**config.mk**
```make
export PLATFORM = sky130hd
export DESIGN_NAME = rfsh_scheduler
export DESIGN_NICKNAME = d
export VERILOG_FILES = /design/src/rtl/rfsh_pkg.sv /design/src/rtl/rfsh_interval_timer.sv /design/src/rtl/rfsh_pending_ctr.sv /design/src/rtl/rfsh_scheduler.sv
export SDC_FILE = /design/constraint.sdc
export NUM_CORES = 1
export LEC_CHECK = 0
export ABC_AREA = 0
export CAP_MARGIN = 5
export CELL_PAD_IN_SITES_DETAIL_PLACEMENT = 0
export CELL_PAD_IN_SITES_GLOBAL_PLACEMENT = 1
export CORE_AREA = 2 2 72 74
export CTS_CLUSTER_DIAMETER = 30
export DETAILED_ROUTE_END_ITERATION = 16
export DIE_AREA = 0 0 74 76
export DONT_BUFFER_PORTS = 1
export GPL_ROUTABILITY_DRIVEN = 1
export GPL_TIMING_DRIVEN = 1
export PLACE_DENSITY_LB_ADDON = 0.1
export SYNTH_ARGS = -nofsm -noshare
export SYNTH_HDL_FRONTEND = slang
export SYNTH_HIERARCHICAL = 1
export SYNTH_SLANG_ARGS = --single-unit
```
**constraint.sdc**
```tcl
create_clock -name clk -period 10.12 [get_ports clk]
set_input_delay 1.518 -clock clk [delete_from_list [all_inputs] [get_ports clk]]
set_output_delay 1.518 -clock clk [all_outputs]
set_load 0.005 [all_outputs]
```
**src/rtl/rfsh_pkg.sv**
```systemverilog
package rfsh_pkg;

    // Action applied to the owed tally in one cycle
    typedef enum logic [1:0] {
        PA_HOLD = 2'd0,
        PA_INC  = 2'd1,
        PA_DEC  = 2'd2
    } pend_act_e;

    // Period length for the next interval: halved when hot, never below one
    function automatic logic [31:0] period_sel(input logic hot, input logic [31:0] iv);
        logic [31:0] p;
        p = hot ? (iv >> 1) : iv;
        if (p == 32'd0) p = 32'd1;
        return p;
    endfunction

    // Decide the tally update from expiry, acknowledge and tally state
    function automatic pend_act_e pick_act(input logic tick, input logic ack,
                                           input logic nonzero, input logic full);
        pend_act_e a;
        a = PA_HOLD;
        if (tick) begin
            if (!(ack && nonzero) && !full) a = PA_INC;
        end else if (ack && nonzero) begin
            a = PA_DEC;
        end
        return a;
    endfunction

endpackage

```
**src/rtl/rfsh_interval_timer.sv**
```systemverilog
module rfsh_interval_timer #(
    parameter int CNT_W = 16
) (
    input  logic             clk,
    input  logic             rst,
    input  logic             hot_i,
    input  logic [CNT_W-1:0] interval_i,
    output logic             tick_o
);
    import rfsh_pkg::*;

    logic [CNT_W-1:0] cnt_q;
    logic [CNT_W-1:0] lim_q;

    // Expiry on the last cycle of the latched period
    assign tick_o = (cnt_q == (lim_q - CNT_W'(1)));

    always_ff @(posedge clk) begin
        if (rst) begin
            cnt_q <= '0;
            lim_q <= CNT_W'(period_sel(1'b0, 32'(interval_i)));
        end else if (tick_o) begin
            cnt_q <= '0;
            lim_q <= CNT_W'(period_sel(hot_i, 32'(interval_i)));
        end else begin
            cnt_q <= cnt_q + CNT_W'(1);
        end
    end

endmodule

```
**src/rtl/rfsh_pending_ctr.sv**
```systemverilog
module rfsh_pending_ctr #(
    parameter int MAX_PEND = 8,
    parameter int PEND_W   = $clog2(MAX_PEND + 1)
) (
    input  logic              clk,
    input  logic              rst,
    input  logic              tick_i,
    input  logic              ack_i,
    output logic [PEND_W-1:0] pend_o
);
    import rfsh_pkg::*;

    logic [PEND_W-1:0] pend_q;
    logic              nonzero;
    logic              full;
    pend_act_e         act;

    assign nonzero = (pend_q != '0);
    assign full    = (pend_q == PEND_W'(MAX_PEND));
    assign act     = pick_act(tick_i, ack_i, nonzero, full);

    always_ff @(posedge clk) begin
        if (rst) begin
            pend_q <= '0;
        end else begin
            unique case (act)
                PA_INC:  pend_q <= pend_q + PEND_W'(1);
                PA_DEC:  pend_q <= pend_q - PEND_W'(1);
                default: pend_q <= pend_q;
            endcase
        end
    end

    assign pend_o = pend_q;

endmodule

```
**src/rtl/rfsh_scheduler.sv**
```systemverilog
module rfsh_scheduler #(
    parameter int CNT_W    = 16,
    parameter int MAX_PEND = 8
) (
    input  logic             clk,
    input  logic             rst,
    input  logic             hot_i,
    input  logic [CNT_W-1:0] interval_i,
    input  logic             ack_i,
    output logic             req_o,
    output logic             urgent_o
);
    localparam int PEND_W = $clog2(MAX_PEND + 1);

    logic              tick;
    logic [PEND_W-1:0] pend_cnt;

    rfsh_interval_timer #(.CNT_W(CNT_W)) u_timer (
        .clk        (clk),
        .rst        (rst),
        .hot_i      (hot_i),
        .interval_i (interval_i),
        .tick_o     (tick)
    );

    rfsh_pending_ctr #(.MAX_PEND(MAX_PEND), .PEND_W(PEND_W)) u_pend (
        .clk    (clk),
        .rst    (rst),
        .tick_i (tick),
        .ack_i  (ack_i),
        .pend_o (pend_cnt)
    );

    assign req_o    = (pend_cnt != '0);
    assign urgent_o = (pend_cnt == PEND_W'(MAX_PEND));

endmodule

```
After elaboration in Yosys (flattened, before gate mapping). Index checks and enable logic that the tools add are counted.

$add $sub $neg: 4. Multiply operators: 0. Div/mod/pow operators: 0. Order comparisons: 0. Equality and inequality tests: 4. Shift-type cells: 0. Muxes and demuxes: 9. Bitwise operators: 0. Reductions and logical operators: 10.

Operators with widths (count): 16-bit 2-to-1 mux (5); 32-bit logical NOT (1); 16-bit by 1-bit adder with 16-bit output, second input constant (1); 16-bit equality test (1); 16-bit logical NOT (1); 16-bit by 1-bit subtractor with 16-bit output, second input constant (1); 4-bit case mux with 2 select lines (1); 4-bit by 1-bit adder with 4-bit output, second input constant (1); 4-bit equality test, second input constant (1); 2-bit 2-to-1 mux (2); 2-bit nonzero test (2); 4-bit nonzero test (1); 4-bit by 1-bit subtractor with 4-bit output, second input constant (1); 2-bit by 1-bit equality test with 1-bit output, second input constant (1); 2-bit equality test, second input constant (1); 1-bit logical AND (2); 1-bit logical NOT (2); 2-bit OR reduction (1); 1-bit 2-to-1 mux (1).

Register bits: 36. Bits in latches: 0. RAM bits: 0. ROM bits: 0. Input bits: 20. Output and inout bits: 2. Logic and storage cells: 30. Memories: 0.

Depth between registers and ports, before layout. Gate-level depths: netlist of run 1.

Depth in word-level cells: 8. Gate-level depth with buffers: 16. Depth with buffers taken out: 16.

Cells and area by module. Netlist of run 1, hierarchy kept.

By module, submodules not included: rfsh_interval_timer (instances 1, cells an instance 216, area an instance 2175.8 µm², seq. area each 800.8 µm²); rfsh_pending_ctr (instances 1, cells an instance 35, area an instance 314.1 µm², seq. area each 80.1 µm²); rfsh_scheduler (instances 1, cells an instance 2, area an instance 16.3 µm², seq. area each 0.0 µm²).

Worst setup path after synthesis of run 1. No wires, ideal clock.

Path kind: reg-to-reg. Start: reg u_timer.lim_q[0]. End: reg u_pend.pend_q[3], in the netlist u_pend/pend_o[3]. Setup time: 128 ps. Data arrival time: 3582 ps. Data required time: 9992 ps. Setup slack: 6410 ps. Cell stages (with the launch flop): 17. Buffers on the path: 0. Clock period less this slack: 3710 ps. Cells stage by stage: edfxtp_1 -> inv_1 -> ha_1 -> nor4bb_1 -> o211ai_1 -> or4_4 -> a211oi_2 -> nand3_1 -> a211oi_1 -> nand2b_1 -> a21o_1 -> inv_1 -> ha_1 -> a21oi_1 -> nand2_1 -> o221ai_1 -> a31oi_1.

Cells in the longest elaborated chain, start to end: 5.

RTL lines: start, declared (line rfsh_interval_timer.sv:13) `logic [CNT_W-1:0] lim_q;`; start signal, assigned (line rfsh_interval_timer.sv:21) `lim_q <= CNT_W'(period_sel(1'b0, 32'(interval_i)));`; start signal, assigned (line rfsh_interval_timer.sv:24) `lim_q <= CNT_W'(period_sel(hot_i, 32'(interval_i)));`; 16-bit by 1-bit subtractor with 16-bit output (*) (line rfsh_interval_timer.sv:16) `assign tick_o = (cnt_q == (lim_q - CNT_W'(1)));`; 16-bit equality test (*) (line rfsh_interval_timer.sv:16); net tick (line rfsh_scheduler.sv:15) `logic tick;`; 2-bit 2-to-1 mux (*) (line rfsh_pkg.sv:23) `if (tick) begin`; 2-bit equality test or 2-bit by 1-bit equality test with 1-bit output (tied branches) (line rfsh_pending_ctr.sv:26) `unique case (act)`; 4-bit case mux with 2 select lines or 2-bit nonzero test (tied branches); end signal, assigned (line rfsh_pending_ctr.sv:27) `PA_INC: pend_q <= pend_q + PEND_W'(1);`; end signal, assigned (line rfsh_pending_ctr.sv:28) `PA_DEC: pend_q <= pend_q - PEND_W'(1);`; end signal, assigned (line rfsh_pending_ctr.sv:29) `default: pend_q <= pend_q;`; end, declared (line rfsh_pending_ctr.sv:13) `logic [PEND_W-1:0] pend_q;`.

Mark *: on every way through the listed nets, which the timed path passes. The rest lies on a longest branch. A chain may end at the register's enable or synchronous reset.

Worst setup path after layout of run 1. Same ends and word-level chain as after synthesis.

==> results of run 1 <==
-- worst max path at each step --
stage | endpoint | depth (start not counted)
2_1_floorplan | u_pend/pend_o[3]$_SDFFE_PP0P_ | 16
3_3_place_gp | u_pend/pend_o[3]$_SDFFE_PP0P_ | 16
3_5_place_dp | u_pend/pend_o[3]$_SDFFE_PP0P_ | 16
4_1_cts | u_pend/pend_o[3]$_SDFFE_PP0P_ | 16
5_1_grt | u_pend/pend_o[3]$_SDFFE_PP0P_ | 16
6_report | u_pend/pend_o[3]$_SDFFE_PP0P_ | 16
-- final cells by class --
cell class	instances	share of cell area [%]
sequential	36	33.9
inverter	11	1.59
timing repair buffer	1	0.289
tap	70	3.38
clock inverter	3	0.530
multi-input combinational	193	57.6
clock buffer	5	2.65
-- Yosys cell counts (5+ instances only) --
| master | number | area share [%] |
|---|---|---|
| nand2b_1 | 5 | 1.2 |
| xor2_1 | 19 | 6.6 |
| nand2_1 | 12 | 1.8 |
| nand4_1 | 8 | 2.0 |
| xnor2_1 | 14 | 4.9 |
| inv_1 | 11 | 1.6 |
| mux2i_1 | 5 | 2.0 |
| nand3_1 | 8 | 1.6 |
| edfxtp_1 | 16 | 19 |
| nor3_2 | 11 | 4.4 |
| clkbuf_1 | 7 | 1.0 |
| nor3_1 | 11 | 2.2 |
| nor2b_1 | 5 | 1.2 |
| a22o_1 | 11 | 3.8 |
| dfxtp_1 | 20 | 16 |
| nor3b_1 | 5 | 1.5 |
| nor2_1 | 13 | 1.9 |
-- tightest hold or removal path: stages, from the launching register on --
cell	delay, ns
dfxtp_1	0.34
xor2_1	0.15
nor3_1	0.05
-- report_power, final --
group	switching (W)	internal, W	total, W
combinational	0.0000504	0.0000473	0.0000977
clock	0.0000506	0.0000467	0.0000973
sequential	0.0000229	0.000166	0.000189
total	0.000124	0.000260	0.000384
-- layer usage --
| layer | up-vias | part of all wire, % |
|---|---|---|
| met5 | - | 0 |
| met4 | 0 | 2.0 |
| met1 | 835 | 49 |
| met2 | 42 | 45 |
| li1 | 924 | - |
| met3 | 8 | 3.8 |
-- registers in the layout, indices dropped and copies added (netlist names) --
register / cells
u_timer/lim_q: 16
u_timer/cnt_q: 16
u_pend/pend_o: 4
-- through the flow --
stage / hold slack (ns) / cell area [sq um] / total power, W / util (%) / setup slack (ns)
global placement: 0.569 / 2510 / 0.000291 / 51.1 / 6.04
finish: 0.583 / 2590 / 0.000384 / 52.8 / 5.90
global route: 0.611 / 2590 / 0.000411 / 52.8 / 5.58
CTS: 0.591 / 2590 / 0.000389 / 52.8 / 5.95
floorplan: 0.504 / 2510 / 0.000271 / - / 6.41
detailed placement: 0.581 / 2510 / 0.000290 / 51.1 / 5.96
-- cells in the final DEF, fill, tap and decap left out, types with 2 or more instances in the layout --
cell type and count:
dfxtp_1 20, xor2_1 19, edfxtp_1 16, xnor2_1 14, nor2_1 13, nand2_1 12, inv_1 11, nor3_1 11
a22o_1 11, nor3_2 11, nand3_1 8, nand4_1 8, clkbuf_8 5, nand2b_1 5, nor3b_1 5, mux2i_1 5
nor2b_1 5, ha_1 4, nor4_1 4, and3_1 4, or4_1 3, a21oi_1 3, a211oi_1 3, mux2_2 3
and4_1 3, clkinv_2 2, a31oi_1 2, nor4_4 2, or4_4 2, or3_1 2, o21ai_0 2, a22oi_1 2
or2_2 2
-- cell families after synthesis --
group,Yosys count,share of synthesized area (%)
AOI/OAI and AO/OA,38,13.4
xor gates and xnor gates,33,11.5
adders and majority gates,5,2.80
buffers and inverters,24,5.19
DFF,36,35.1
muxes,8,3.34
and+or+nand+nor,109,28.6
==> out/metrics.csv, run 1 <==
metric,value,unit
final net count,273,
"Hold Vio Cnt, Final",0,
share of cells above drive strength 1,14.5,%
area of the multi-input gates,0.00150,sq mm
CTS Sinks,36,
Post-Syn Area per Cell,9.91,sq um
first-pass GRT wire length,8860,um
Buf/Inv on CP,2,
cts repair resizes,0,
port buffer count,0,
count of cell types in the netlist,61,
Register-to-Register Path Depth,16,
ys flop type,dfxtp_1,
pwr/cell area,148,mW/mm^2
Non-Filler Instances,319,
final setup vio count,0,
sequential area share after synthesis,35.1,%
Worst Hold Depth,2,
Lkg Pwr,0.910,nW
CTS tree,done,
worst-skew pair later-pin latency,0.29,ns
Reg area,881,sq um
setup tns final,0,ns
die width,74,um
GR Util met1,28.3,%
Syn-to-layout area delta,3.54,%
post-CTS setup buffer count,0,
Routed WL per cell,15.7,um
CTS max path bufs,2,
GRT busiest layer,met2,
dpl hpwl,3720,um
drt drc,0,
Iteration-0 DRC Markers,92,
Post-synth EDFFs,16,
CP required,10.29,ns
I/O pins,22,
Crit path largest cell delay,0.67,ns
Initial Util,51.0,%
CP Cell Sequence,"inv_1, ha_1, nor4bb_1, o211ai_1, or4_4, a211oi_2, nand3_1, a211oi_1, nand2b_1, a21o_1, inv_1, ha_1, a21oi_1, nand2_1, o221ai_1, a31oi_1",
Hold Crit Endpoint,u_timer/cnt_q[15]$_SDFF_PP0_,
skew final,0.00656,ns
synth warn,6,
"delay-heaviest family, CP",compound AO/OA/AOI/OAI gates,
H-tree depth,2,
GR Overflow Total,0,
first drt pass iteration count,4,
Rel. slew slack,36.0,%
RSZ-0062 raised after global routing,no,
crit share post-route,41.7,%
Post-CTS Hold Buffers,0,
vias,1809,
Final Max Slew Viols,0,
Hold Crit Start,u_timer/cnt_q[15]$_SDFF_PP0_,
via-per-instance ratio,5.67,
number of global-route vias before repair,1838,
status,completed,
Inst Count DP,311,
Core Box Area,0.00491,sq mm
clock root cell,clkbuf_8,
worst path arrival time,4.39,ns
initial antenna violation count,0,
crit path max fanout,7,
met3 usage,3.44,%
largest net degree at the start of global routing,24,
synthesized instance count,253,
fmax,237,MHz
Max VDD drop,0.124,mV
WS Path Type,reg2reg,
Rows,26,
crit path max-delay cell type,a211oi_1,
Final Wtd Congestion,0.874,
final wirelength,5020,um
clock-pin slew on the worst setup and hold paths,0.07,ns
RR Endpoint,u_pend/pend_o[3]$_SDFFE_PP0P_,
Syn Std Cell Area,0.00251,sq mm
minimum clock period,4.22,ns
total CTS buffers,5,
die footprint,0.00562,sq mm
ANT cells,0,
Filler Cells Inserted,460,
CP Capture Type,register,
Critical path origin,u_timer/lim_q[0]$_DFFE_PP_,
Mapped Nets,278,
die height,76,um
R2R setup slack,5.90,ns
HP Class,reg2reg,
Reg2Reg Launch Point,u_timer/lim_q[0]$_DFFE_PP_,
asr flop ratio synth,0,%
GRT Total Usage,20.0,%
Max Cap Viol,0,
crit start category,register,
register bit total from synthesis,36,
remaining antenna violation count after routing,0,
grt met2 use,30.4,%
Slew @ Worst Pin,0.959,ns
Power figures use the tool's default switching activity.
==> inputs of run 2 (changes only) <==
ABC_AREA = 1   (was 0)
CORE_AREA = 2 2 83 85   (was 2 2 72 74)
DIE_AREA = 0 0 85 87   (was 0 0 74 76)
clock period = 4.4 ns   (was 10.12 ns; I/O delays follow)
==> run 2 against run 1 <==
Effect of this change: combinational power rose by 150%; worst setup slack got worse by 4.7 ns; die area rose by 31%; cell area rose by 16%; register-to-register slack got worse by 4.7 ns; critical path depth rose by 7; worst hold slack got worse by 0.15 ns; first-iteration DRC count rose by 6.5%; routed wire length rose by 35%; critical endpoint unchanged; largest power group unchanged.
==> out/metrics.csv, run 2 <==
metric,value,unit,change
Max VDD drop,0.196,mV,was 0.124 mV
post-CTS setup buffer count,0,,unchanged
pwr/cell area,291,mW/mm^2,was 148 mW/mm^2
Slew @ Worst Pin,0.531,ns,was 0.959 ns
status,completed,,unchanged
Logic pwr share,27.6,%,was 25.4%
ys flop type,dfxtp_1,,unchanged
GRT Total Usage,19.7,%,was 20.0%
asr flop ratio synth,0,%,unchanged
Place WS,1.26,ns,was 5.96 ns
drt drc,0,,unchanged
Post-Syn Area per Cell,6.72,sq um,was 9.91 sq um
remaining antenna violation count after routing,0,,unchanged
skew final,0.00946,ns,was 0.00656 ns
most frequent cells in the layout,"nand2_1, inv_1, nor2_1",,"was dfxtp_1, xor2_1, edfxtp_1"
number of global-route vias before repair,2394,,was 1838
Setup WS post-layout,1.24,ns,was 5.90 ns
Reg2Reg Launch Point,u_timer/lim_q[0]$_DFFE_PP_,,unchanged
dpl hpwl,5480,um,was 3720 um
worst-skew pair later-pin latency,0.28,ns,was 0.29 ns
Seq pwr share,47.3,%,was 49.3%
largest net degree at the start of global routing,43,,was 24
Mapped Nets,455,,was 278
Syn-to-layout area delta,4.59,%,was 3.54%
internal cell power,0.000579,W,was 0.000260 W
Tot Pwr,0.000879,W,was 0.000384 W
"Hold Vio Cnt, Final",0,,unchanged
top cell type by total area after synthesis,edfxtp_1,,unchanged
Synth area leaders,"edfxtp_1, dfxtp_1, nand2_1, inv_1, nor2_1",,"was edfxtp_1, dfxtp_1, xor2_1, xnor2_1, nor3_2"
Register-to-Register Path Depth,23,,was 16
most frequent cells after synthesis,"nand2_1, inv_1, nor2_1, nand3_1, o21ai_0",,"was dfxtp_1, xor2_1, edfxtp_1, xnor2_1, nor2_1"
HP Class,in2reg,,was reg2reg
CP required,4.58,ns,was 10.29 ns
H-tree depth,2,,unchanged
Hold Crit Endpoint,u_timer/cnt_q[14]$_SDFF_PP0_,,was u_timer/cnt_q[15]$_SDFF_PP0_
Routed WL per cell,13.3,um,was 15.7 um
final wirelength,6800,um,was 5020 um
die footprint,0.00740,sq mm,was 0.00562 sq mm
final design utilization,46.0,%,was 52.8%
R2R setup slack,1.24,ns,was 5.90 ns
die height,87,um,was 76 um
WS Path Type,reg2reg,,unchanged
sequential area share after synthesis,30.5,%,was 35.1%
Final Max Slew Viols,0,,unchanged
Post-CTS Hold Buffers,0,,unchanged
die width,85,um,was 74 um
Syn Std Cell Area,0.00289,sq mm,was 0.00251 sq mm
crit path max fanout,5,,was 7
CTS tree,done,,unchanged
I/O pins,22,,unchanged
Clock power frac,25.1,%,was 25.3%
fmax,317,MHz,was 237 MHz
RSZ-0062 raised after global routing,no,,unchanged
clock root cell,clkbuf_8,,unchanged
Initial Util,44.0,%,was 51.0%
first drt pass iteration count,4,,unchanged
Psw,0.000300,W,was 0.000124 W
Rows,30,,was 26
ANT cells,0,,unchanged
crit start category,register,,unchanged
synthesized instance count,430,,was 253
CP Capture Type,register,,unchanged
Non-Filler Instances,509,,was 319
most frequent cell after synthesis,nand2_1,,was dfxtp_1
Core Box Area,0.00657,sq mm,was 0.00491 sq mm
CTS max path bufs,2,,unchanged
Rel. slew slack,64.5,%,was 36.0%
final net count,453,,was 273
RR Endpoint,u_pend/pend_o[3]$_SDFFE_PP0P_,,unchanged
cts repair resizes,0,,unchanged
Iteration-0 DRC Markers,98,,was 92
initial antenna violation count,0,,unchanged
setup tns final,0,ns,unchanged
register bit total from synthesis,36,,unchanged
GR Overflow Total,0,,unchanged
Final Wtd Congestion,0.785,,was 0.874
minimum clock period,3.16,ns,was 4.22 ns
Max Cap Viol,0,,unchanged
port buffer count,0,,unchanged
Worst Hold Depth,1,,was 2
final setup vio count,0,,unchanged
worst path arrival time,3.34,ns,was 4.39 ns
crit share post-route,71.8,%,was 41.7%
Inst Count DP,501,,was 311
sw frac,34.1,%,was 32.2%
total CTS buffers,5,,unchanged
Lkg Pwr,1.24,nW,was 0.910 nW
CTS Sinks,36,,unchanged
Hold Crit Start,rst,,was u_timer/cnt_q[15]$_SDFF_PP0_
via-per-instance ratio,4.98,,was 5.67
clock-pin slew on the worst setup and hold paths,0.07,ns,about the same
Post-synth EDFFs,16,,unchanged
post-synth top area share,16.6,%,was 19.2%
share of cells above drive strength 1,8.62,%,was 14.5%
first-pass GRT wire length,11400,um,was 8860 um
Filler Cells Inserted,720,,was 460
count of cell types in the netlist,34,,was 61
synth warn,6,,unchanged
"commonest non-fill, non-tap cell in the layout",nand2_1,,was dfxtp_1
vias,2533,,was 1809
run 2: metrics by stage:
stage	hold WS (ns)	area, sq um
4_1_cts	0.429	3020
6_report	0.437	3020
3_3_place_gp	0.513	2940
2_1_floorplan	0.477	2890
5_1_grt	0.422	3020
3_5_place_dp	0.519	2940
run 2: worst max path at each step:
| stage | cells after the start | to | slack, ns | startpoint |
|---|---|---|---|---|
| 3_5_place_dp | 23 | u_pend/pend_o[3]$_SDFFE_PP0P_ | 1.26 | u_timer/lim_q[0]$_DFFE_PP_ |
| 2_1_floorplan | 8 | u_timer/lim_q[0]$_DFFE_PP_ | 1.30 | u_timer/lim_q[0]$_DFFE_PP_ |
| 6_report | 23 | u_pend/pend_o[3]$_SDFFE_PP0P_ | 1.24 | u_timer/lim_q[0]$_DFFE_PP_ |
| 4_1_cts | 23 | u_pend/pend_o[3]$_SDFFE_PP0P_ | 1.24 | u_timer/lim_q[0]$_DFFE_PP_ |
| 3_3_place_gp | 23 | u_pend/pend_o[3]$_SDFFE_PP0P_ | 1.35 | u_timer/lim_q[0]$_DFFE_PP_ |
| 5_1_grt | 22 | u_pend/pend_o[3]$_SDFFE_PP0P_ | 0.89 | u_timer/lim_q[0]$_DFFE_PP_ |
run 2: cells by family after synthesis:
kind of cell | Yosys count | synth area share, %
DFF | 36 | 30.5
and+or+nand+nor | 245 | 40.7
AOI/OAI and AO/OA | 48 | 8.75
adders and majority gates | 5 | 2.43
buffers and inverters | 70 | 9.71
xor gates and xnor gates | 26 | 7.89
run 2: per-layer routing:
metal,vias to the layer above,share of wire (%),track usage (%)
li1,1382,-,-
met2,33,44,30.6
met4,0,0.99,5.19
met1,1114,52,28.5
met3,4,3.2,2.94
met5,-,0,0
run 2: power groups by stage:
stage	Combinational (W)	Clock, W	Sequential (W)
global route	0.000281	0.000241	0.000420
CTS	0.000244	0.000230	0.000416
finish	0.000243	0.000221	0.000416
floorplan	0.000204	0	0.000410
global placement	0.000239	0	0.000422
detailed placement	0.000244	0	0.000423
run 2: worst max-delay path, stage by stage (launching register included):
cell and delay [ns]:
edfxtp_1 0.42, inv_1 0.19, ha_1 0.25, nand2_1 0.07
nor2_1 0.16, or2_2 0.14, nand3_1 0.07, nor2_1 0.10
nand3_1 0.09, nor2_1 0.10, nand3_1 0.08, nor2_1 0.16
inv_1 0.11, nand3_4 0.12, inv_1 0.07, ha_1 0.32
nand2_1 0.08, nand2_1 0.04, nor2_1 0.14, inv_1 0.05
nand2_1 0.05, nand2_1 0.06, a21oi_1 0.12, nor2_1 0.05
run 2: area by class of cell:
class | instances | area, sq um | area share [%]
sequential | 36 | 881 | 29.2
clock inverter | 1 | 3.75 | 0.124
clock buffer | 7 | 76.3 | 2.53
timing repair buffer | 1 | 7.51 | 0.249
multi-input combinational | 324 | 1730 | 57.2
inverter | 60 | 225 | 7.46
tap | 80 | 100 | 3.31
